**src/rtl/cs_seq_pkg.sv**
```systemverilog
package cs_seq_pkg;

    localparam int LFSR_W = 16;

    typedef enum logic [1:0] {
        MODE_R4  = 2'd0,
        MODE_R8  = 2'd1,
        MODE_R16 = 2'd2,
        MODE_BYP = 2'd3
    } cs_mode_e;

    // one Fibonacci step, polynomial x^16+x^14+x^13+x^11+1
    function automatic logic [LFSR_W-1:0] lfsr_next(input logic [LFSR_W-1:0] s);
        return {s[LFSR_W-2:0], s[15] ^ s[13] ^ s[12] ^ s[10]};
    endfunction

endpackage

```
**src/rtl/cs_col_code.sv**
```systemverilog
module cs_col_code #(
    parameter int BLK  = 16,
    parameter int NSEL = 4,
    localparam int CW  = $clog2(BLK)
) (
    input  logic                  bypass,
    input  logic [CW-1:0]         slot,
    input  logic [CW-1:0]         pix_row,
    output logic [NSEL*BLK-1:0]   code
);
    for (genvar j = 0; j < NSEL; j++) begin : g_sel
        logic [CW-1:0] pos;
        always_comb begin
            if (bypass) pos = slot;
            else        pos = {slot[CW-2:0], 1'b0} + CW'(j) + pix_row;
        end
        for (genvar c = 0; c < BLK; c++) begin : g_bit
            assign code[j*BLK + c] = (pos == CW'(c));
        end
    end
endmodule

```
**src/rtl/cs_blk_mask.sv**
```systemverilog
module cs_blk_mask #(
    parameter int NBLK = 16,
    localparam int BW  = $clog2(NBLK)
) (
    input  logic            active,
    input  logic [BW-1:0]   gmask,
    input  logic [BW-1:0]   grp,
    output logic [NBLK-1:0] en
);
    for (genvar n = 0; n < NBLK; n++) begin : g_blk
        assign en[n] = active && ((BW'(n) & gmask) == grp);
    end
endmodule

```
**src/rtl/cs_readout_seq.sv**
```systemverilog
module cs_readout_seq
    import cs_seq_pkg::*;
#(
    parameter int BLK  = 16,
    parameter int NBLK = 16,
    parameter int NSEL = 4,
    parameter logic [15:0] SEED = 16'hACE1,
    localparam int CW  = $clog2(BLK),
    localparam int BW  = $clog2(NBLK)
) (
    input  logic                clk,
    input  logic                rst_n,
    input  logic                start,
    input  logic [1:0]          mode_i,
    output logic                busy,
    output logic                frame_done,
    output logic                phase,
    output logic [BW-1:0]       blk_row,
    output logic [BW-1:0]       grp,
    output logic [CW-1:0]       pix_row,
    output logic [CW-1:0]       slot,
    output logic [BW+CW-1:0]    row_sel,
    output logic [NBLK-1:0]     blk_en,
    output logic [NSEL*BLK-1:0] col_sel,
    output logic [LFSR_W-1:0]   incl
);
    localparam logic [CW-1:0] SLOT_CS  = CW'(BLK/2 - 1);
    localparam logic [CW-1:0] SLOT_BYP = CW'(BLK - 1);
    localparam logic [CW-1:0] ROW_LAST = CW'(BLK - 1);
    localparam logic [BW-1:0] BR_LAST  = BW'(NBLK - 1);
    localparam logic [BW-1:0] GM_R4    = BW'(NBLK/4 - 1);
    localparam logic [BW-1:0] GM_R8    = BW'(NBLK/8 - 1);

    typedef struct packed {
        logic              busy;
        logic              done;
        cs_mode_e          mode;
        logic              phase;
        logic [BW-1:0]     blk_row;
        logic [BW-1:0]     grp;
        logic [CW-1:0]     pix_row;
        logic [CW-1:0]     slot;
        logic [LFSR_W-1:0] lfsr;
    } seq_t;

    seq_t st_q, st_d;
    logic          byp;
    logic [CW-1:0] slot_last;
    logic [BW-1:0] gmask;
    logic [NSEL*BLK-1:0] code;
    logic [NBLK-1:0]     mask;

    always_comb begin
        byp       = (st_q.mode == MODE_BYP);
        slot_last = byp ? SLOT_BYP : SLOT_CS;
        case (st_q.mode)
            MODE_R4: gmask = GM_R4;
            MODE_R8: gmask = GM_R8;
            default: gmask = '0;
        endcase
    end

    always_comb begin
        st_d      = st_q;
        st_d.done = 1'b0;
        if (!st_q.busy) begin
            if (start) begin
                st_d.busy    = 1'b1;
                st_d.mode    = cs_mode_e'(mode_i);
                st_d.phase   = 1'b0;
                st_d.blk_row = '0;
                st_d.grp     = '0;
                st_d.pix_row = '0;
                st_d.slot    = '0;
                st_d.lfsr    = SEED;
            end
        end else begin
            st_d.lfsr = lfsr_next(st_q.lfsr);
            st_d.slot = st_q.slot + 1'b1;
            if (st_q.slot == slot_last) begin
                st_d.slot    = '0;
                st_d.pix_row = st_q.pix_row + 1'b1;
                if (st_q.pix_row == ROW_LAST) begin
                    st_d.pix_row = '0;
                    st_d.lfsr    = SEED;
                    st_d.phase   = ~st_q.phase;
                    if (st_q.phase) begin
                        st_d.grp = st_q.grp + 1'b1;
                        if (st_q.grp == gmask) begin
                            st_d.grp     = '0;
                            st_d.blk_row = st_q.blk_row + 1'b1;
                            if (st_q.blk_row == BR_LAST) begin
                                st_d.blk_row = '0;
                                st_d.busy    = 1'b0;
                                st_d.done    = 1'b1;
                            end
                        end
                    end
                end
            end
        end
    end

    always_ff @(posedge clk or negedge rst_n) begin
        if (!rst_n) begin
            st_q      <= '0;
            st_q.lfsr <= SEED;
        end else begin
            st_q <= st_d;
        end
    end

    cs_col_code #(.BLK(BLK), .NSEL(NSEL)) col_i (
        .bypass (byp),
        .slot   (st_q.slot),
        .pix_row(st_q.pix_row),
        .code   (code)
    );

    cs_blk_mask #(.NBLK(NBLK)) msk_i (
        .active(st_q.busy),
        .gmask (gmask),
        .grp   (st_q.grp),
        .en    (mask)
    );

    assign busy       = st_q.busy;
    assign frame_done = st_q.done;
    assign phase      = st_q.phase;
    assign blk_row    = st_q.blk_row;
    assign grp        = st_q.grp;
    assign pix_row    = st_q.pix_row;
    assign slot       = st_q.slot;
    assign row_sel    = {st_q.blk_row, st_q.pix_row};
    assign blk_en     = mask;
    assign col_sel    = st_q.busy ? code : '0;
    assign incl       = !st_q.busy ? '0 : (byp ? '1 : st_q.lfsr);
endmodule

```
**config.mk**
```make
export PLATFORM = sky130hd
export DESIGN_NAME = cs_readout_seq
export DESIGN_NICKNAME = d
export VERILOG_FILES = /design/src/rtl/cs_seq_pkg.sv /design/src/rtl/cs_col_code.sv /design/src/rtl/cs_blk_mask.sv /design/src/rtl/cs_readout_seq.sv
export SDC_FILE = /design/constraint.sdc
export NUM_CORES = 1
export LEC_CHECK = 0
export ABC_AREA = 0
export BUFFER_PORTS_ARGS = -buffer_cell sky130_fd_sc_hd__buf_2
export CORE_ASPECT_RATIO = 0.75
export CORE_MARGIN = 3
export CORE_UTILIZATION = 40
export CTS_BUF_LIST = sky130_fd_sc_hd__clkbuf_8
export DETAILED_ROUTE_END_ITERATION = 8
export PLACE_DENSITY = 0.67
export REMOVE_ABC_BUFFERS = 1
export SKIP_LAST_GASP = 1
export SLEW_MARGIN = 40
export SYNTH_ARGS = -nofsm -noshare
export SYNTH_HDL_FRONTEND = slang
export SYNTH_HIERARCHICAL = 1
export SYNTH_SLANG_ARGS = --single-unit
```
**constraint.sdc**
```tcl
create_clock -name clk -period 5.9 [get_ports clk]
set_clock_uncertainty 0.2 [all_clocks]
set_input_delay 1.18 -clock clk [delete_from_list [all_inputs] [get_ports clk]]
set_output_delay 1.18 -clock clk [all_outputs]
set_load 0.02 [all_outputs]
```
==> impl_metrics.toml <==
[sta]
min_period_over_period_pct = 77.5
finalSetupViolCount = 0
post-route-min-period_ns = 4.57
worst_pin_slew_ns = 0.721
timing.setup.tns_ns = 0
max_freq_ghz = 0.219
rsz0062_at_grt = "no"
slew_headroom_pct = 51.9
slew_viol_final = 0
hold_viol = 0

[grt]
grt_pass1_wl_mm = 15.0
grt_pass1_vias = 3036
grt_max_degree = 92
grt_use_total_pct = 17.7
grt-ovfl-total = 0
antenna_found_initial = 0

[die]
row_count = 29
die_w_microns = 116
dieArea_sq_um = 10300
ios = 128
die_y_microns = 88.8
fp.coreArea_sq_um = 8670
initial_utilization_pct = 42.2

[job]
drv_cap = 0

[cts]
root_buffer = "clkbuf_8"
cts_sinks = 37
post_cts_buffers = 0
cts_buffer_depth = 2
numCtsBuffers = 5
cts_tree = "done"
path_clk_slew_ns = 0.08
cts_resized = 0
cts_hold_buf = 0
htree_levels = 2
clk_latency_ns = 0.29

[cells_and_area]
diodes = 0
regArea_sq_um = 937
final_nets = 589
area_delta_synth_final_pct = 17.5
layout-drive-gt1-share_pct = 30.0
multi_input_area_sq_um = 2370
fillerInstances = 863

[synth]
async_flop_share_pct = 100
yosysSeqAreaShare_pct = 25.6
synth_area_sq_um = 3660
synth_seq_cells = 37
syn_area_per_cell_sq_um = 7.62
yosysWarnings = 6
synth-edff-count = 0
synth_ff_type = "dfrtp_1"
syn_inst = 480
synthDistinctLibCells = 59

[setup_path]
startpoint = "slot[0]"
reg2reg_from = "busy"
cp-end-kind = "output pin"
start_kind = "flop"
r2r-end = "grp[0]"
r2r_cells = 5
path_class = "reg -> out"
path_max_fanout = 10
worstPathArrival_ns = 3.19
required_ns = 4.52
ff2ff_setup_slack_ns = 3.34

[detailed_routing]
drt_iter0_markers = 249
viasPerCell = 5.14
ant_nets = 0
wl_per_cell_microns = 13.7
drc = 0
first_pass_iters = 4
num_vias = 3499
finalWirelength_mm = 9.31

[run_status]
status = "completed"

[placement]
hpwl_mm = 6.96
gp_congestion = 0.864
port_buffers = 127

[worst_hold_path]
hold_path_end = "blk_row[3]"
min_path_cells = 1
hold_start = "blk_row[3]"
hold_path.class = "reg -> reg"
==> layout make-up <==
type	instances	area share [%]
inverter	17	1.49
sequential	37	21.8
clock inverter	3	1.60
multi-input combinational	382	55.2
tap	108	3.15
clock buffer	5	1.60
timing repair buffer	129	15.2
==> state kept, by name, summed over array words and instances (netlist names) <==
name	cells
phase	1
frame_done	1
busy	1
st_q	18
slot	4
blk_row	4
grp	4
pix_row	4
==> kinds of logic (layout without fill, tap and decap cells) <==
kind of cell	Yosys count	after routing	synth area share [%]
AND/OR/NAND/NOR	273	273	39.0
other	1	2	0.103
adder cells (fa/ha/maj)	12	12	4.72
XOR/XNOR	20	20	4.99
buffers and inverters	62	154	9.85
flip-flops	37	37	25.6
AO/OA/AOI/OAI	71	71	14.5
multiplexers	4	4	1.20
==> per-layer routing <==
| metal | track usage (%) | up-vias | part of all wire (%) |
|---|---|---|---|
| met2 | 26.8 | 112 | 43 |
| li1 | - | 1771 | - |
| met1 | 26.7 | 1612 | 49 |
| met3 | 3.55 | 4 | 7.4 |
| met5 | 0 | - | 0 |
| met4 | 1.90 | 0 | 0.31 |
==> worst max path at each step <==
stage,end,slack (ns),depth (start not counted)
after floorplan,col_sel[22],1.60,7
after global placement,col_sel[55],1.75,12
after detailed placement,col_sel[51],1.66,12
after CTS,col_sel[51],1.32,12
after global routing,col_sel[55],1.0,12
final,col_sel[55],1.33,12
==> worst max-delay path, stage by stage, from the launching register on <==
cell and delay [ns]:
dfrtp_1 0.52, inv_1 0.14, ha_1 0.40, inv_1 0.09, ha_1 0.13, inv_1 0.05, fa_1 0.37, xnor2_1 0.15
xnor2_1 0.15, o21ai_1 0.48, nor3_1 0.10, and2_1 0.18, buf_2 0.15
==> cells in the final DEF (no fill, tap or decap), types with 6 or more instances in the layout <==
| master | Yosys | layout |
|---|---|---|
| nand3_1 | 6 | 6 |
| o21ai_0 | 13 | 13 |
| xor2_1 | 6 | 6 |
| nand2_1 | 21 | 21 |
| and2_1 | 65 | 65 |
| nor3_2 | 5 | 6 |
| nand2b_1 | 14 | 14 |
| inv_1 | 16 | 16 |
| buf_2 | 5 | 126 |
| dfrtp_1 | 29 | 28 |
| nor2_1 | 92 | 92 |
| a21oi_1 | 12 | 12 |
| a22o_1 | 9 | 9 |
| nor3_1 | 43 | 42 |
| o22a_1 | 7 | 7 |
| ha_1 | 9 | 9 |
| dfstp_2 | 8 | 8 |
| xnor2_1 | 13 | 13 |
==> stage by stage <==
stage / worst slack [ns] / std cells / hold WS (ns) / utilization [%] / instance area (sq um)
floorplan: 1.60 / 436 / 0.285 / - / 3360
finish: 1.33 / 681 / 0.325 / 49.5 / 4300
detailed placement: 1.66 / 673 / 0.310 / 47.9 / 4150
CTS: 1.32 / 681 / 0.326 / 49.5 / 4290
global route: 0.997 / 681 / 0.342 / 49.5 / 4300
global placement: 1.75 / 673 / 0.303 / 47.9 / 4150
==> cell usage after synthesis (2+ instances only) <==
cell / count / area share [%]
nand2b_1: 14 / 2.4
and3_2: 2 / 0.41
xnor2_1: 13 / 3.1
inv_1: 16 / 1.6
nand3b_1: 2 / 0.41
nor2b_1: 4 / 0.68
nand2_1: 21 / 2.2
nor4b_1: 2 / 0.48
buf_2: 5 / 0.68
ha_1: 9 / 3.1
o21a_1: 5 / 1.0
a21oi_1: 12 / 1.6
a2bb2oi_1: 2 / 0.48
o32a_1: 2 / 0.55
nor2_1: 92 / 9.4
buf_4: 25 / 5.1
fa_1: 3 / 1.6
and3_1: 4 / 0.68
nand3_1: 6 / 0.82
dfrtp_1: 29 / 20
o31ai_1: 4 / 0.82
mux2_2: 3 / 0.92
a22o_1: 9 / 2.2
o21ai_0: 13 / 1.8
clkbuf_1: 11 / 1.1
nor3_2: 5 / 1.4
nor3b_1: 3 / 0.62
clkbuf_8: 2 / 0.75
o21ai_1: 5 / 0.68
nor3_1: 43 / 5.9
o22a_1: 7 / 1.7
and2_1: 65 / 11
xor2_1: 6 / 1.4
and2_2: 2 / 0.41
dfstp_2: 8 / 5.7
a21o_1: 3 / 0.62
Power is left out: the tool's default activity adds up to more than one toggle a clock period on the data nets, which glitch-free logic cannot reach.
